## src/rtl/cfgp_pkg.sv

```systemverilog
package cfgp_pkg;

    typedef enum logic [1:0] {
        ST_LOCKED = 2'd0,
        ST_ARMED  = 2'd1,
        ST_OPEN   = 2'd2
    } lock_state_t;

    localparam logic [7:0] REG_DEVSEL = 8'h07;
    localparam logic [7:0] REG_IDHI   = 8'h20;
    localparam logic [7:0] REG_IDLO   = 8'h21;
    localparam logic [7:0] REG_ACT    = 8'h30;
    localparam logic [7:0] REG_BASEHI = 8'h60;
    localparam logic [7:0] REG_BASELO = 8'h61;
    localparam logic [7:0] REG_IRQ    = 8'h70;

endpackage

```

## src/rtl/cfgp_unlock_fsm.sv

```systemverilog
module cfgp_unlock_fsm
    import cfgp_pkg::*;
#(
    parameter logic [7:0] KEY_ON  = 8'h87,
    parameter logic [7:0] KEY_OFF = 8'hAA
) (
    input  logic       clk,
    input  logic       rst_n,
    input  logic       idx_wr,
    input  logic [7:0] wdata,
    output logic       unlocked,
    output logic       idx_load
);

    lock_state_t state_q, state_d;

    always_ff @(posedge clk or negedge rst_n) begin
        if (!rst_n) state_q <= ST_LOCKED;
        else        state_q <= state_d;
    end

    always_comb begin
        state_d = state_q;
        unique case (state_q)
            ST_LOCKED: if (idx_wr && wdata == KEY_ON) state_d = ST_ARMED;
            ST_ARMED:  if (idx_wr) state_d = (wdata == KEY_ON) ? ST_OPEN : ST_LOCKED;
            ST_OPEN:   if (idx_wr && wdata == KEY_OFF) state_d = ST_LOCKED;
            default:   state_d = ST_LOCKED;
        endcase
    end

    always_comb begin
        unlocked = (state_q == ST_OPEN);
        idx_load = (state_q == ST_OPEN) && idx_wr && (wdata != KEY_OFF);
    end

endmodule

```

## src/rtl/cfgp_dev_bank.sv

```systemverilog
module cfgp_dev_bank
    import cfgp_pkg::*;
#(
    parameter int IRQ_W = 4
) (
    input  logic             clk,
    input  logic             rst_n,
    input  logic             wr,
    input  logic [7:0]       reg_num,
    input  logic [7:0]       wdata,
    output logic             en,
    output logic [15:0]      base,
    output logic [IRQ_W-1:0] irq,
    output logic [7:0]       rd_data
);

    always_ff @(posedge clk or negedge rst_n) begin
        if (!rst_n) begin
            en   <= 1'b0;
            base <= '0;
            irq  <= '0;
        end else if (wr) begin
            case (reg_num)
                REG_ACT:    en          <= wdata[0];
                REG_BASEHI: base[15:8]  <= wdata;
                REG_BASELO: base[7:0]   <= wdata;
                REG_IRQ:    irq         <= wdata[IRQ_W-1:0];
                default:    ;
            endcase
        end
    end

    always_comb begin
        case (reg_num)
            REG_ACT:    rd_data = {7'b0, en};
            REG_BASEHI: rd_data = base[15:8];
            REG_BASELO: rd_data = base[7:0];
            REG_IRQ:    rd_data = 8'(irq);
            default:    rd_data = 8'hFF;
        endcase
    end

endmodule

```

## src/rtl/cfgp_port.sv

```systemverilog
module cfgp_port
    import cfgp_pkg::*;
#(
    parameter int          NUM_DEV = 4,
    parameter int          IRQ_W   = 4,
    parameter logic [7:0]  KEY_ON  = 8'h87,
    parameter logic [7:0]  KEY_OFF = 8'hAA,
    parameter logic [15:0] CHIP_ID = 16'hC5B3
) (
    input  logic                     clk,
    input  logic                     rst_n,
    input  logic                     host_addr,
    input  logic                     host_wr,
    input  logic [7:0]               host_wdata,
    output logic [7:0]               host_rdata,
    output logic [NUM_DEV-1:0]       dev_en,
    output logic [16*NUM_DEV-1:0]    dev_base,
    output logic [IRQ_W*NUM_DEV-1:0] dev_irq
);

    localparam logic [7:0] DEV_LIMIT = 8'(NUM_DEV);

    logic       unlocked, idx_load, idx_wr, dat_wr;
    logic [7:0] idx_q, sel_q, sel_rd;
    logic [7:0] bank_rd [NUM_DEV];

    assign idx_wr = host_wr && !host_addr;
    assign dat_wr = host_wr && host_addr && unlocked;

    cfgp_unlock_fsm #(.KEY_ON(KEY_ON), .KEY_OFF(KEY_OFF)) u_fsm (
        .clk(clk), .rst_n(rst_n), .idx_wr(idx_wr), .wdata(host_wdata),
        .unlocked(unlocked), .idx_load(idx_load)
    );

    always_ff @(posedge clk or negedge rst_n) begin
        if (!rst_n) begin
            idx_q <= '0;
            sel_q <= '0;
        end else begin
            if (idx_load) idx_q <= host_wdata;
            if (dat_wr && idx_q == REG_DEVSEL) sel_q <= host_wdata;
        end
    end

    for (genvar i = 0; i < NUM_DEV; i++) begin : g_bank
        cfgp_dev_bank #(.IRQ_W(IRQ_W)) u_bank (
            .clk(clk), .rst_n(rst_n),
            .wr(dat_wr && sel_q == 8'(i)),
            .reg_num(idx_q), .wdata(host_wdata),
            .en(dev_en[i]),
            .base(dev_base[16*i +: 16]),
            .irq(dev_irq[IRQ_W*i +: IRQ_W]),
            .rd_data(bank_rd[i])
        );
    end

    always_comb begin
        sel_rd = 8'hFF;
        if (sel_q < DEV_LIMIT) begin
            for (int i = 0; i < NUM_DEV; i++)
                if (sel_q == 8'(i)) sel_rd = bank_rd[i];
        end
    end

    always_comb begin
        if (!unlocked)      host_rdata = 8'hFF;
        else if (!host_addr) host_rdata = idx_q;
        else begin
            case (idx_q)
                REG_DEVSEL: host_rdata = sel_q;
                REG_IDHI:   host_rdata = CHIP_ID[15:8];
                REG_IDLO:   host_rdata = CHIP_ID[7:0];
                default:    host_rdata = sel_rd;
            endcase
        end
    end

endmodule

```

## config.mk

```make
export PLATFORM = sky130hd
export DESIGN_NAME = cfgp_port
export DESIGN_NICKNAME = d
export VERILOG_FILES = /design/src/rtl/cfgp_pkg.sv /design/src/rtl/cfgp_unlock_fsm.sv /design/src/rtl/cfgp_dev_bank.sv /design/src/rtl/cfgp_port.sv
export SDC_FILE = /design/constraint.sdc
export NUM_CORES = 1
export LEC_CHECK = 0
export BUFFER_PORTS_ARGS = -buffer_cell sky130_fd_sc_hd__buf_2
export CAP_MARGIN = 10
export CORE_MARGIN = 10
export CORE_UTILIZATION = 40
export DETAILED_ROUTE_END_ITERATION = 10
export SYNTH_ARGS = -nofsm -noshare
export SYNTH_HDL_FRONTEND = slang
export SYNTH_HIERARCHICAL = 1
export SYNTH_SLANG_ARGS = --single-unit
```

## constraint.sdc

```tcl
create_clock -name clk -period 9.2 [get_ports clk]
set_clock_uncertainty 0.15 [all_clocks]
set_input_delay 1.38 -clock clk [delete_from_list [all_inputs] [get_ports clk]]
set_output_delay 1.38 -clock clk [all_outputs]
set_load 0.005 [all_outputs]
```

## Word level (Yosys, flattened, before mapping)

Cells that the tools add are included.

- Flip-flop bits (word level): 102
- Bits of input ports: 12
- Output and inout port bits: 92
- Logic and storage cells: 87

- Order comparisons: 1
- Equal/unequal tests: 18
- Muxes and demuxes: 17
- Reductions and logical operators: 32

Operator list:

| operator | count |
|---|---|
| 8-bit case mux with 4 select lines | 4 |
| 8-bit 2-to-1 mux | 7 |
| 2-bit AND reduction | 16 |
| 8-bit by 6-bit == test with 1-bit output (second input constant) | 3 |
| 8-bit by 7-bit == test with 1-bit output (second input constant) | 3 |
| 8-bit case mux with 3 select lines | 1 |
| 8-bit by 2-bit == test with 1-bit output (second input constant) | 2 |
| 8-bit == test (second input constant) | 2 |
| 1-bit logical AND | 12 |
| 8-bit by 1-bit == test with 1-bit output (second input constant) | 1 |
| 8-bit by 3-bit == test with 1-bit output (second input constant) | 1 |
| 8-bit zero test | 1 |
| 8-bit by 3-bit < comparator with 1-bit output (second input constant) | 1 |
| 2-bit 2-to-1 mux | 4 |
| 8-bit inequality test (second input constant) | 1 |
| 2-bit by 1-bit inequality test with 1-bit output (second input constant) | 3 |
| 2-bit case mux with 3 select lines | 1 |
| 3-bit AND reduction | 1 |
| 2-bit by 1-bit == test with 1-bit output (second input constant) | 1 |
| 2-bit == test (second input constant) | 1 |
| 2-bit zero test | 1 |
| 1-bit zero test | 1 |

## Longest topological paths before layout

- Depth in word-level cells: 10
- Gate-level depth with buffers: 9
- Depth with buffers taken out: 7

## Hierarchy

Netlist, hierarchy kept.

By module, submodules not included:

| module | times used | cells an instance | area an instance (sq um) | seq. area each (sq um) |
|---|---|---|---|---|
| cfgp_dev_bank | 4 | 82 | 1087.3 | 525.5 |
| cfgp_port | 1 | 99 | 1102.3 | 400.4 |
| cfgp_unlock_fsm | 1 | 14 | 145.1 | 50.0 |

## Worst setup path after synthesis

OpenSTA, ideal clock, no wires.

- Path kind: register to output
- Start: reg idx_q[0]
- End: out host_rdata[0]
- Data arrival time: 2.550 ns
- Data required time: 7.670 ns
- Setup slack: 5.120 ns
- Stages on the path, launching flop included: 9
- Path buffers: 1
- Path through: dfrtp_1 clkbuf_1 nand4bb_1 a21boi_0 o221ai_1 mux2_2 a2111oi_0 o2bb2ai_1 o32a_1

RTL lines:

| what | RTL line | source |
|---|---|---|
| start, declared | cfgp_port.sv:24 | `logic [7:0] idx_q, sel_q, sel_rd;` |
| start signal, assigned | cfgp_port.sv:40 | `if (idx_load) idx_q <= host_wdata;` |
| end, declared | cfgp_port.sv:15 | `output logic [7:0] host_rdata,` |

==> impl_metrics.py <==
metrics = {
    "setup_path": {
        "cp_slowest_stage_delay_ns": 0.61,
        "path_class": "reg2out",
        "cpMaxStageDelayCell": "nand4bb_1",
        "arrival_ns": 3.66,
        "cp-start-kind": "flop",
        "worst_ep_required_time_ns": 7.67,
        "endpoint_kind": "output pin",
        "cp_max_fo": 15,
        "critical_path.cell_chain": "nand4bb_1 -> a21boi_0 -> o221ai_1 -> mux2_2 -> a2111oi_0 -> o2bb2ai_1 -> o32a_1 -> buf_2",
    },
    "route": {
        "wl_met1_mm": 7.82,
        "vias_per_cell": 5.73,
        "drt_iter0_markers": 401,
        "wl_per_cell_um": 23.4,
        "route.met3.wl_um": 801,
        "top_layer": "met4",
        "route.met2.wl_mm": 7.81,
        "drt_pass1_iterations": 4,
        "vias": 4117,
        "drc": 0,
        "wirelength_mm": 16.8,
        "ant_nets": 0,
    },
    "timing": {
        "drv_slew": 0,
        "min_period_ns": 5.19,
        "finalHoldViolCount": 0,
        "slew_headroom_pct": 32.7,
        "rsz0062_at_grt": "false",
        "setup_viol": 0,
        "final.setup.tns_ns": 0,
        "period_share_pct": 56.4,
        "tightest_slew_ns": 1.01,
        "fmax_mhz": 193,
    },
    "logic_synthesis": {
        "ys_ff_latch": 102,
        "synthMuxAreaShare_pct": 29.0,
        "async_reset_ff_share_pct": 100,
        "synth_area_um2": 5600,
        "synthesis.instances": 441,
        "synth_nets": 453,
        "synth-simple-area-share_pct": 13.4,
        "netlist_top_cells_count": "dfrtp_1 (102), mux2_2 (67), mux2_4 (32)",
        "ys_seq_area_share_pct": 45.6,
        "synth-compound-area-share_pct": 9.30,
        "syn_avg_cell_area_um2": 12.7,
        "ys_warn_count": 6,
        "synth_top_family_by_area": "multiplexers",
        "synth_edf_count": 0,
        "synth_fa_ha_area_share_pct": 0,
        "yosysTopAreaCell": "dfrtp_1",
        "yosysMostFrequentCell": "dfrtp_1",
        "synth.area.top_cells": "dfrtp_1 (46%), mux2_2 (13%), mux2_4 (8.6%)",
        "synth_cell_types": 47,
        "synth-xor-area-share_pct": 0,
        "ys.flop_type": "dfrtp_1",
        "synth_top_cell_area_share_pct": 45.6,
    },
    "run_status": {
        "status": "finished, final reports clean",
    },
    "placement": {
        "hpwl_mm": 12.1,
        "dpl_cell_area_um2": 6240,
        "io_buffers": 103,
        "gp_congestion": 0.935,
    },
    "power_and_ir_drop": {
        "powerDensity_nw_per_um2": 133,
        "peakVddDrop_mv": 0.0851,
        "p_leak_nw": 3.14,
        "total_power_mw": 0.866,
    },
    "global_route": {
        "antenna_found_initial": 0,
        "grt_max_degree": 56,
        "grt-ovfl-total": 0,
        "grt_usage_pct": 17.2,
        "grt_pass1_vias": 4363,
        "grt_first_pass_wirelength_mm": 26.4,
    },
    "floorplan": {
        "core_area_um2": 13800,
        "start_util_pct": 40.6,
        "fp.dieW_um": 138,
        "dieArea_um2": 19100,
        "die_h_um": 138,
        "core.rowCount": 43,
        "num_io_pins": 104,
    },
    "finish": {
        "n_antenna_cell": 0,
        "fin_nets": 546,
        "regArea_um2": 2550,
        "fill_cells": 1290,
        "utilization_pct": 47.5,
        "final_area_um2": 6540,
        "layout-drive-gt1-share_pct": 45.5,
        "syn_to_final_growth_pct": 16.8,
        "multiInputGateArea_um2": 2890,
    },
    "job": {
        "timing.max_cap.violations": 0,
    },
    "worst_hold_path": {
        "min_path_type": "reg2reg",
    },
    "clock_network": {
        "cts-root-buf": "clkbuf_16",
        "cts_sinks": 102,
        "h-tree-depth": 3,
        "cts_hold_buffers": 0,
        "clock_path_buffers": 2,
        "path_clk_slew_ns": 0.06,
        "cts_setup_buffers": 0,
        "numCtsBuffers": 9,
        "clock_latency_ns": 0.36,
        "cts_tree": "yes",
        "cts_resized": 0,
    },
}
final cells by class:
| type | instances | area share [%] |
|---|---|---|
| tap | 180 | 3.44 |
| clock inverter | 4 | 0.689 |
| inverter | 6 | 0.344 |
| timing repair buffer | 106 | 8.27 |
| sequential | 102 | 39.1 |
| clock buffer | 12 | 3.92 |
| multi-input combinational | 309 | 44.3 |
flip-flops by register name, summed over array words and instances (netlist names):
register	count
g_bank.u_bank/base	64
g_bank.u_bank/irq	16
g_bank.u_bank/en	4
sel_q	8
u_fsm/state_q	2
idx_q	8
path summary, 6_finish.rpt:
check	start	end	slack (ns)	depth (start not counted)
worst max-delay path	idx_q[7]	host_rdata[0]	4.01	8
worst min-delay path	sel_q[7]	sel_q[7]	0.38	1
worst max register to register	sel_q[6]	g_bank[3].u_bank/base[0]	5.54	6
worst min register to register	sel_q[7]	sel_q[7]	0.38	1
max in group asynchronous	rst_n	idx_q[0]	6.87	2
min in group asynchronous	rst_n	g_bank[1].u_bank/base[4]	0.88	1
stage by stage:
step,cells,hold WS (ns),worst slack (ns)
2_1_floorplan,441,0.320,5.12
6_report,719,0.378,4.01
5_1_grt,719,0.396,3.61
4_1_cts,719,0.374,4.07
3_3_place_gp,703,0.349,4.60
3_5_place_dp,703,0.356,4.49
metal layers:
metal / track usage, % / vias to the layer above
li1: - / 1881
met1: 22.4 / 2079
met5: 0 / -
met2: 27.0 / 133
met4: 6.38 / 0
met3: 4.35 / 24
power by group:
group | switching (mW) | leakage (nW) | internal (mW)
logic | 0.0236 | 1.56 | 0.00579
registers | 0.00169 | 1.42 | 0.449
clock network | 0.162 | 0.152 | 0.224
total | 0.187 | 3.14 | 0.679
cell usage in the layout, fill, tap and decap left out, types with 4 or more instances in the layout:
master and count:
nand2_1 5, o21ai_0 24, nor4bb_1 4, buf_4 4, dfrtp_1 101, a21oi_1 8, inv_1 6, o211ai_1 13
nand3_1 14, nand4_1 4, nor4_1 4, nor2_1 8, mux2_2 67, and2_1 16, or3_1 5, a211oi_1 16
nand4bb_1 8, mux2_4 32, or4b_4 4, clkbuf_16 9, nor3_1 8, o221ai_1 4, buf_2 102, mux4_2 7
a21boi_0 4, mux2i_1 21, nor3_4 4
kinds of logic after synthesis:
family / Yosys count
AND/OR/NAND/NOR: 101
buffers and inverters: 30
AO/OA/AOI/OAI: 79
multiplexers: 129
flip-flops: 102
critical path, delay by kind of cell, from the launching register on:
kind	cells	cell delay, ns
multiplexers	1	0.33
AND/OR/NAND/NOR	1	0.61
buffers and inverters	1	0.14
flip-flops	1	0.57
AO/OA/AOI/OAI	5	1.66
(Power assumes the default switching activity.)
